==> src/rtl/eewp_pkg.sv <==
package eewp_pkg;

  typedef enum logic [2:0] {
    ST_IDLE       = 3'd0,
    ST_SETUP      = 3'd1,
    ST_STROBE     = 3'd2,
    ST_HOLD       = 3'd3,
    ST_POLL_READ  = 3'd4,
    ST_POLL_CHECK = 3'd5,
    ST_READ       = 3'd6,
    ST_DONE       = 3'd7
  } eewp_state_e;

  typedef struct packed {
    logic ce_n;
    logic oe_n;
    logic we_n;
    logic dq_oe;
  } eewp_bus_t;

  localparam eewp_bus_t BUS_IDLE = '{ce_n: 1'b1, oe_n: 1'b1, we_n: 1'b1, dq_oe: 1'b0};

  localparam int MODE_DATA_POLL = 0;
  localparam int MODE_RDY_BUSY  = 1;

endpackage

==> src/rtl/eewp_sync.sv <==
module eewp_sync #(
  parameter int STAGES = 2
) (
  input  logic clk,
  input  logic rst,
  input  logic d,
  output logic q
);
  logic [STAGES-1:0] sr;

  generate
    for (genvar i = 0; i < STAGES; i++) begin : g_stage
      if (i == 0) begin : g_first
        always_ff @(posedge clk) begin
          if (rst) sr[0] <= 1'b1;
          else     sr[0] <= d;
        end
      end else begin : g_next
        always_ff @(posedge clk) begin
          if (rst) sr[i] <= 1'b1;
          else     sr[i] <= sr[i-1];
        end
      end
    end
  endgenerate

  assign q = sr[STAGES-1];
endmodule

==> src/rtl/eewp_phase.sv <==
module eewp_phase #(
  parameter int W = 5
) (
  input  logic         clk,
  input  logic         rst,
  input  logic         load,
  input  logic [W-1:0] load_val,
  output logic [W-1:0] cnt,
  output logic [W-1:0] cnt_nxt,
  output logic         last
);
  always_comb begin
    if (load)              cnt_nxt = load_val;
    else if (cnt != '0)    cnt_nxt = cnt - 1'b1;
    else                   cnt_nxt = '0;
  end

  always_ff @(posedge clk) begin
    if (rst) cnt <= '0;
    else     cnt <= cnt_nxt;
  end

  assign last = (cnt == '0);
endmodule

==> src/rtl/eewp_wdog.sv <==
module eewp_wdog #(
  parameter int LIMIT = 20000
) (
  input  logic clk,
  input  logic rst,
  input  logic clr,
  input  logic en,
  output logic expired
);
  localparam int CW = $clog2(LIMIT + 1);

  logic [CW-1:0] cnt;

  assign expired = (cnt >= CW'(LIMIT));

  always_ff @(posedge clk) begin
    if (rst || clr)          cnt <= '0;
    else if (en && !expired) cnt <= cnt + 1'b1;
  end


  wd_hold_chk: assert property (@(posedge clk) disable iff (rst)
    (expired && !clr) |=> expired);


  wd_clear_chk: assert property (@(posedge clk) disable iff (rst)
    clr |=> !expired);
endmodule

==> src/rtl/eewp_ctrl.sv <==
module eewp_ctrl
  import eewp_pkg::*;
#(
  parameter int AW          = 11,
  parameter int DW          = 8,
  parameter int SETUP_CYC   = 2,
  parameter int WE_CYC      = 10,
  parameter int HOLD_CYC    = 2,
  parameter int RD_CYC      = 16,
  parameter int POLL_GAP    = 4,
  parameter int TIMEOUT_CYC = 20000,
  parameter int POLL_MODE   = 0,
  parameter int SYNC_STAGES = 2
) (
  input  logic          clk,
  input  logic          rst,
  input  logic          req_valid,
  output logic          req_ready,
  input  logic          req_write,
  input  logic [AW-1:0] req_addr,
  input  logic [DW-1:0] req_wdata,
  output logic          rsp_valid,
  output logic [DW-1:0] rsp_rdata,
  output logic          rsp_timeout,
  output logic          mem_ce_n,
  output logic          mem_oe_n,
  output logic          mem_we_n,
  output logic [AW-1:0] mem_addr,
  output logic [DW-1:0] mem_dq_out,
  output logic          mem_dq_oe,
  input  logic [DW-1:0] mem_dq_in,
  input  logic          mem_rdy
);
  localparam int POLL_LEN = POLL_GAP + RD_CYC;
  localparam int PW       = $clog2(SETUP_CYC + WE_CYC + HOLD_CYC + POLL_LEN + 1);

  eewp_state_e   st, st_n;
  logic          ph_load, ph_last;
  logic [PW-1:0] ph_val, ph_cnt, ph_nxt;
  logic [AW-1:0] addr_q;
  logic [DW-1:0] data_q, rd_q;
  logic          wr_q, to_q, ready_q, rsp_q;
  logic          rdy_s, wd_exp, wd_clr, wd_en, poll_ok, accept;
  eewp_bus_t     bus_n, bus_q;

  eewp_phase #(.W(PW)) u_phase (
    .clk(clk), .rst(rst), .load(ph_load), .load_val(ph_val),
    .cnt(ph_cnt), .cnt_nxt(ph_nxt), .last(ph_last)
  );

  eewp_sync #(.STAGES(SYNC_STAGES)) u_sync (
    .clk(clk), .rst(rst), .d(mem_rdy), .q(rdy_s)
  );

  assign wd_clr = (st == ST_IDLE);
  assign wd_en  = (st == ST_HOLD) || (st == ST_POLL_READ) || (st == ST_POLL_CHECK);

  eewp_wdog #(.LIMIT(TIMEOUT_CYC)) u_wdog (
    .clk(clk), .rst(rst), .clr(wd_clr), .en(wd_en), .expired(wd_exp)
  );

  assign accept  = req_valid && ready_q;
  assign poll_ok = (POLL_MODE == MODE_DATA_POLL) ? (rd_q[DW-1] == data_q[DW-1]) : rdy_s;

  always_comb begin
    st_n    = st;
    ph_load = 1'b0;
    ph_val  = '0;
    case (st)
      ST_IDLE: begin
        if (accept) begin
          ph_load = 1'b1;
          if (req_write) begin
            st_n   = ST_SETUP;
            ph_val = PW'(SETUP_CYC - 1);
          end else begin
            st_n   = ST_READ;
            ph_val = PW'(RD_CYC - 1);
          end
        end
      end
      ST_SETUP: if (ph_last) begin
        st_n = ST_STROBE; ph_load = 1'b1; ph_val = PW'(WE_CYC - 1);
      end
      ST_STROBE: if (ph_last) begin
        st_n = ST_HOLD; ph_load = 1'b1; ph_val = PW'(HOLD_CYC - 1);
      end
      ST_HOLD: if (ph_last) begin
        st_n = ST_POLL_READ; ph_load = 1'b1; ph_val = PW'(POLL_LEN - 1);
      end
      ST_POLL_READ: if (ph_last) begin
        st_n = ST_POLL_CHECK; ph_load = 1'b1;
      end
      ST_POLL_CHECK: begin
        ph_load = 1'b1;
        if (poll_ok || wd_exp) begin
          st_n = ST_DONE;
        end else begin
          st_n   = ST_POLL_READ;
          ph_val = PW'(POLL_LEN - 1);
        end
      end
      ST_READ: if (ph_last) begin
        st_n = ST_DONE; ph_load = 1'b1;
      end
      ST_DONE: st_n = ST_IDLE;
      default: st_n = ST_IDLE;
    endcase
  end

  function automatic eewp_bus_t bus_for(eewp_state_e s, logic [PW-1:0] c);
    eewp_bus_t b;
    b = BUS_IDLE;
    case (s)
      ST_SETUP, ST_HOLD: begin
        b.ce_n = 1'b0; b.dq_oe = 1'b1;
      end
      ST_STROBE: begin
        b.ce_n = 1'b0; b.we_n = 1'b0; b.dq_oe = 1'b1;
      end
      ST_READ: begin
        b.ce_n = 1'b0; b.oe_n = 1'b0;
      end
      ST_POLL_READ: begin
        if (POLL_MODE == MODE_DATA_POLL && c < PW'(RD_CYC)) begin
          b.ce_n = 1'b0; b.oe_n = 1'b0;
        end
      end
      default: b = BUS_IDLE;
    endcase
    return b;
  endfunction

  assign bus_n = bus_for(st_n, ph_nxt);

  always_ff @(posedge clk) begin
    if (rst) begin
      st      <= ST_IDLE;
      bus_q   <= BUS_IDLE;
      ready_q <= 1'b1;
      rsp_q   <= 1'b0;
      to_q    <= 1'b0;
      rd_q    <= '0;
      addr_q  <= '0;
      data_q  <= '0;
      wr_q    <= 1'b0;
    end else begin
      st      <= st_n;
      bus_q   <= bus_n;
      ready_q <= (st_n == ST_IDLE);
      rsp_q   <= (st_n == ST_DONE);
      if (accept) begin
        addr_q <= req_addr;
        data_q <= req_wdata;
        wr_q   <= req_write;
        to_q   <= 1'b0;
      end else if (st == ST_POLL_CHECK && !poll_ok && wd_exp) begin
        to_q   <= 1'b1;
      end
      if ((st == ST_READ || st == ST_POLL_READ) && ph_last && !bus_q.oe_n)
        rd_q <= mem_dq_in;
    end
  end

  assign req_ready   = ready_q;
  assign rsp_valid   = rsp_q;
  assign rsp_rdata   = rd_q;
  assign rsp_timeout = to_q;
  assign mem_ce_n    = bus_q.ce_n;
  assign mem_oe_n    = bus_q.oe_n;
  assign mem_we_n    = bus_q.we_n;
  assign mem_dq_oe   = bus_q.dq_oe;
  assign mem_addr    = addr_q;
  assign mem_dq_out  = data_q;


  strobe_excl_chk: assert property (@(posedge clk) disable iff (rst)
    !(!mem_oe_n && !mem_we_n));


  bus_turn_chk: assert property (@(posedge clk) disable iff (rst)
    !mem_oe_n |-> !mem_dq_oe);


  we_stable_chk: assert property (@(posedge clk) disable iff (rst)
    !mem_we_n |-> ($stable(mem_addr) && $stable(mem_dq_out) && !mem_ce_n && mem_dq_oe));


  accept_busy_chk: assert property (@(posedge clk) disable iff (rst)
    (req_valid && req_ready) |=> !req_ready);


  rsp_pulse_chk: assert property (@(posedge clk) disable iff (rst)
    rsp_valid |=> (!rsp_valid && req_ready));


  timeout_cause_chk: assert property (@(posedge clk) disable iff (rst)
    (rsp_valid && rsp_timeout) |-> wd_exp);

  generate
    if (POLL_MODE == MODE_RDY_BUSY) begin : g_rdy_chk

      rdy_quiet_chk: assert property (@(posedge clk) disable iff (rst)
        (st == ST_POLL_READ || st == ST_POLL_CHECK) |-> mem_oe_n);
    end else begin : g_poll_chk

      poll_done_chk: assert property (@(posedge clk) disable iff (rst)
        (rsp_valid && wr_q && !rsp_timeout) |-> (rsp_rdata[DW-1] == mem_dq_out[DW-1]));
    end
  endgenerate
endmodule

==> config.mk <==
export PLATFORM = sky130hd
export DESIGN_NAME = eewp_ctrl
export DESIGN_NICKNAME = d
export VERILOG_FILES = /design/src/rtl/eewp_pkg.sv /design/src/rtl/eewp_sync.sv /design/src/rtl/eewp_phase.sv /design/src/rtl/eewp_wdog.sv /design/src/rtl/eewp_ctrl.sv
export SDC_FILE = /design/constraint.sdc
export NUM_CORES = 1
export LEC_CHECK = 0
export BUFFER_PORTS_ARGS = -buffer_cell sky130_fd_sc_hd__buf_4
export CAP_MARGIN = 20
export CORE_UTILIZATION = 45
export CTS_CLUSTER_DIAMETER = 150
export CTS_CLUSTER_SIZE = 8
export DETAILED_ROUTE_END_ITERATION = 10
export GPL_ROUTABILITY_DRIVEN = 0
export HOLD_SLACK_MARGIN = 0.03
export MAX_ROUTING_LAYER = met4
export PLACE_DENSITY_LB_ADDON = 0.1
export SETUP_SLACK_MARGIN = 0.5
export SLEW_MARGIN = 0
export SYNTH_ARGS = -nofsm -noshare
export SYNTH_HDL_FRONTEND = slang
export SYNTH_SLANG_ARGS = --single-unit
==> constraint.sdc <==
create_clock -name clk -period 5.92 [get_ports clk]
set_input_delay 1.184 -clock clk [delete_from_list [all_inputs] [get_ports clk]]
set_output_delay 1.184 -clock clk [all_outputs]
set_load 0.01 [all_outputs]
==> run_results.csv <==
group,metric,value,unit
min_path,min-delay-start,"mem_addr[6]",
layout,final.fill_count,512,
run,maxCapViolCount,0,
setup_path,timing_worst_setup_path_type,"in2reg",
layout,utilization,60.3,%
grt,grt_pass1_vias,2260,
timing,fin_crit,2.63,ns
clock_tree,clkTransAtPathRegs,0.07,ns
synthesis,post-synth-top-area-cell,"dfxtp_1",
route,viasPerCell,5.29,
layout,instances_no_fill,454,
setup_path,r2r_start,"u_phase.cnt[0]",
synthesis,synth_ff_type,"dfxtp_1",
placed_design,portBuffers,64,
grt,grt-ovfl-total,0,
layout,num-nets-final,413,
route,drtPass1Iterations,4,
floorplanning,core_area,5640,sq um
synthesis,synthCells,320,
layout,drive_above_1_share,24.6,%
timing,fmax,381,MHz
pwr,powerDensity,449,nW/um^2
pwr,power.leakage,1.37,nW
clock_tree,clock_latency,0.33,ns
route,drtIter0Drc,130,
layout,multiInputGateArea,1430,sq um
setup_path,cp_max_fo,21,
route,avgRoutedWirePerCell,13.5,um
setup_path,worstPathArrival,2.84,ns
clock_tree,cts_tree,"yes",
floorplanning,io_pins,66,
timing,finalClockSkew,0.00879,ns
grt,grt_pass1_wl,10200,um
timing,rsz0062_at_grt,"false",
layout,insertedDiodeCount,0,
placed_design,dp_cells,439,
synthesis,syn_area_per_cell,8.41,sq um
grt,grt_max_degree,43,
clock_tree,numClockSinks,58,
setup_path,cp-end-kind,"flip-flop",
synthesis,syn-cell-area,2690,sq um
floorplanning,dieArea,6290,sq um
floorplanning,die_x,79.3,um
route,ant_nets,0,
synthesis,ys_seq_area_share,43.1,%
pwr,ir_worst_vdd,0.246,mV
synthesis,ys_ff_latch,58,
clock_tree,clockBufferDepth,2,
placed_design,placed_area,3190,sq um
synthesis,synth_top_area_share,43.1,%
clock_tree,cts-resized-gates,0,
synthesis,async_flop_share,0,%
clock_tree,root_buffer,"clkbuf_8",
layout,final_cell_area,3400,sq um
clock_tree,hold_buffers,0,
timing,fin_setup_tns,0,ns
layout,syn_to_final_growth,26.5,%
placed_design,hpwl,4270,um
clock_tree,cts_buffers,9,
outcome,status,"completed",
timing,setup_viol,0,
synthesis,synthesis.nets,355,
timing,worstMarginPinSlew,0.773,ns
timing,post-route-period-util,44.4,%
clock_tree,cts_setup_buffers,0,
route,drc_errors,0,
clock_tree,htreeDepth,3,
layout,regArea,1160,sq um
setup_path,start_kind,"primary input",
setup_path,startpoint,"req_valid",
timing,finalMaxSlewViolations,0,
synthesis,yosys_warnings,0,
timing,hold_viol_final,0,
synthesis,synth.distinct_cells,54,
floorplanning,die_h,79.3,um
timing,relSlewSlack,48.5,%
grt,grtUsageTotal,21.7,%
synthesis,synthTopCellsByArea,"dfxtp_1, nand2_1, nor2_1",
route,vias,2403,
synthesis,yosys-top-cells-count,"dfxtp_1, nand2_1, nor2_1",
synthesis,post-synth-top-count-cell,"dfxtp_1",
grt,antenna_found_initial,0,
floorplanning,num_rows,27,
min_path,worst_hold_path_type,"reg2reg",
floorplanning,start_util,47.7,%
route,wirelength,6150,um
setup_path,cp.required,6.13,ns
synthesis,synth-edff-count,0,
routing by layer:
layer	global-route usage [%]	share of wire [%]	wire length, um	vias to the layer above
met4	10.5	2.2	134	0
li1	-	-	-	1225
met1	26.5	44	2740	1095
met3	6.09	5.9	360	11
met2	32.9	47	2920	72
met5	-	0	0	-
per-stage QoR:
step / hold slack, ns / worst slack [ns] / power, mW
2_1_floorplan: 0.452 / 3.54 / 0.980
3_3_place_gp: 0.443 / 2.91 / 1.13
3_5_place_dp: 0.447 / 2.93 / 1.14
4_1_cts: 0.457 / 3.28 / 1.54
5_1_grt: 0.470 / 3.16 / 1.64
6_report: 0.456 / 3.29 / 1.53
layout by cell type (no fill, tap or decap), types with 8 or more instances in the layout:
cell type   n
clkbuf_8   10
nand3_1    11
nor2_1     38
buf_4      65
mux2i_1    10
a21oi_1    27
nand2_1    50
nor3_1      9
xor2_1      9
dfxtp_1    58
o21ai_0     8
registers in the layout, indices dropped and copies added, names as in the netlist:
register     count
u_phase.cnt      6
mem_we_n         1
mem_dq_out       8
mem_oe_n         1
mem_ce_n         1
mem_addr        11
u_wdog.cnt      15
st               3
mem_dq_oe        1
rsp_timeout      1
rsp_valid        1
rsp_rdata        8
req_ready        1
worst paths after layout:
check,slack [ns],cells past startpoint,endpoint
max,3.29,6,mem_ce_n
min,0.46,2,mem_addr[6]
max reg2reg,3.55,7,u_phase.cnt[4]
min reg2reg,0.46,2,mem_addr[6]
power by group:
| part | leakage (nW) | internal, mW | switching (mW) |
|---|---|---|---|
| registers | 0.473 | 0.448 | 0.0687 |
| clock network | 0.112 | 0.245 | 0.153 |
| logic | 0.788 | 0.257 | 0.356 |
| total | 1.37 | 0.950 | 0.578 |
area by class of cell:
cell class	count	area share, %
Clock inverter	5	2.32
Inverter	6	0.662
Tap cell	72	2.65
Sequential cell	58	34.1
Multi-Input combinational cell	238	41.9
Timing Repair Buffer	65	14.3
Clock buffer	10	4.04
worst max-delay path, stage by stage:
cell and delay (ns):
buf_4 0.09, and2_1 0.62, a211o_1 0.24, o2111ai_2 0.16, and2_4 0.23, a311o_1 0.31
cell families (layout without fill, tap and decap cells):
kind of cell | count (synthesis) | in the layout | synth area share, %
compound gates | 62 | 62 | 15.5
xor+xnor | 15 | 15 | 4.88
fa+ha+maj | 3 | 3 | 1.39
buf+inv | 24 | 86 | 4.09
flops | 58 | 58 | 43.1
mux | 10 | 10 | 3.72
simple gates | 148 | 148 | 27.3
Power figures use the tool's default switching activity.
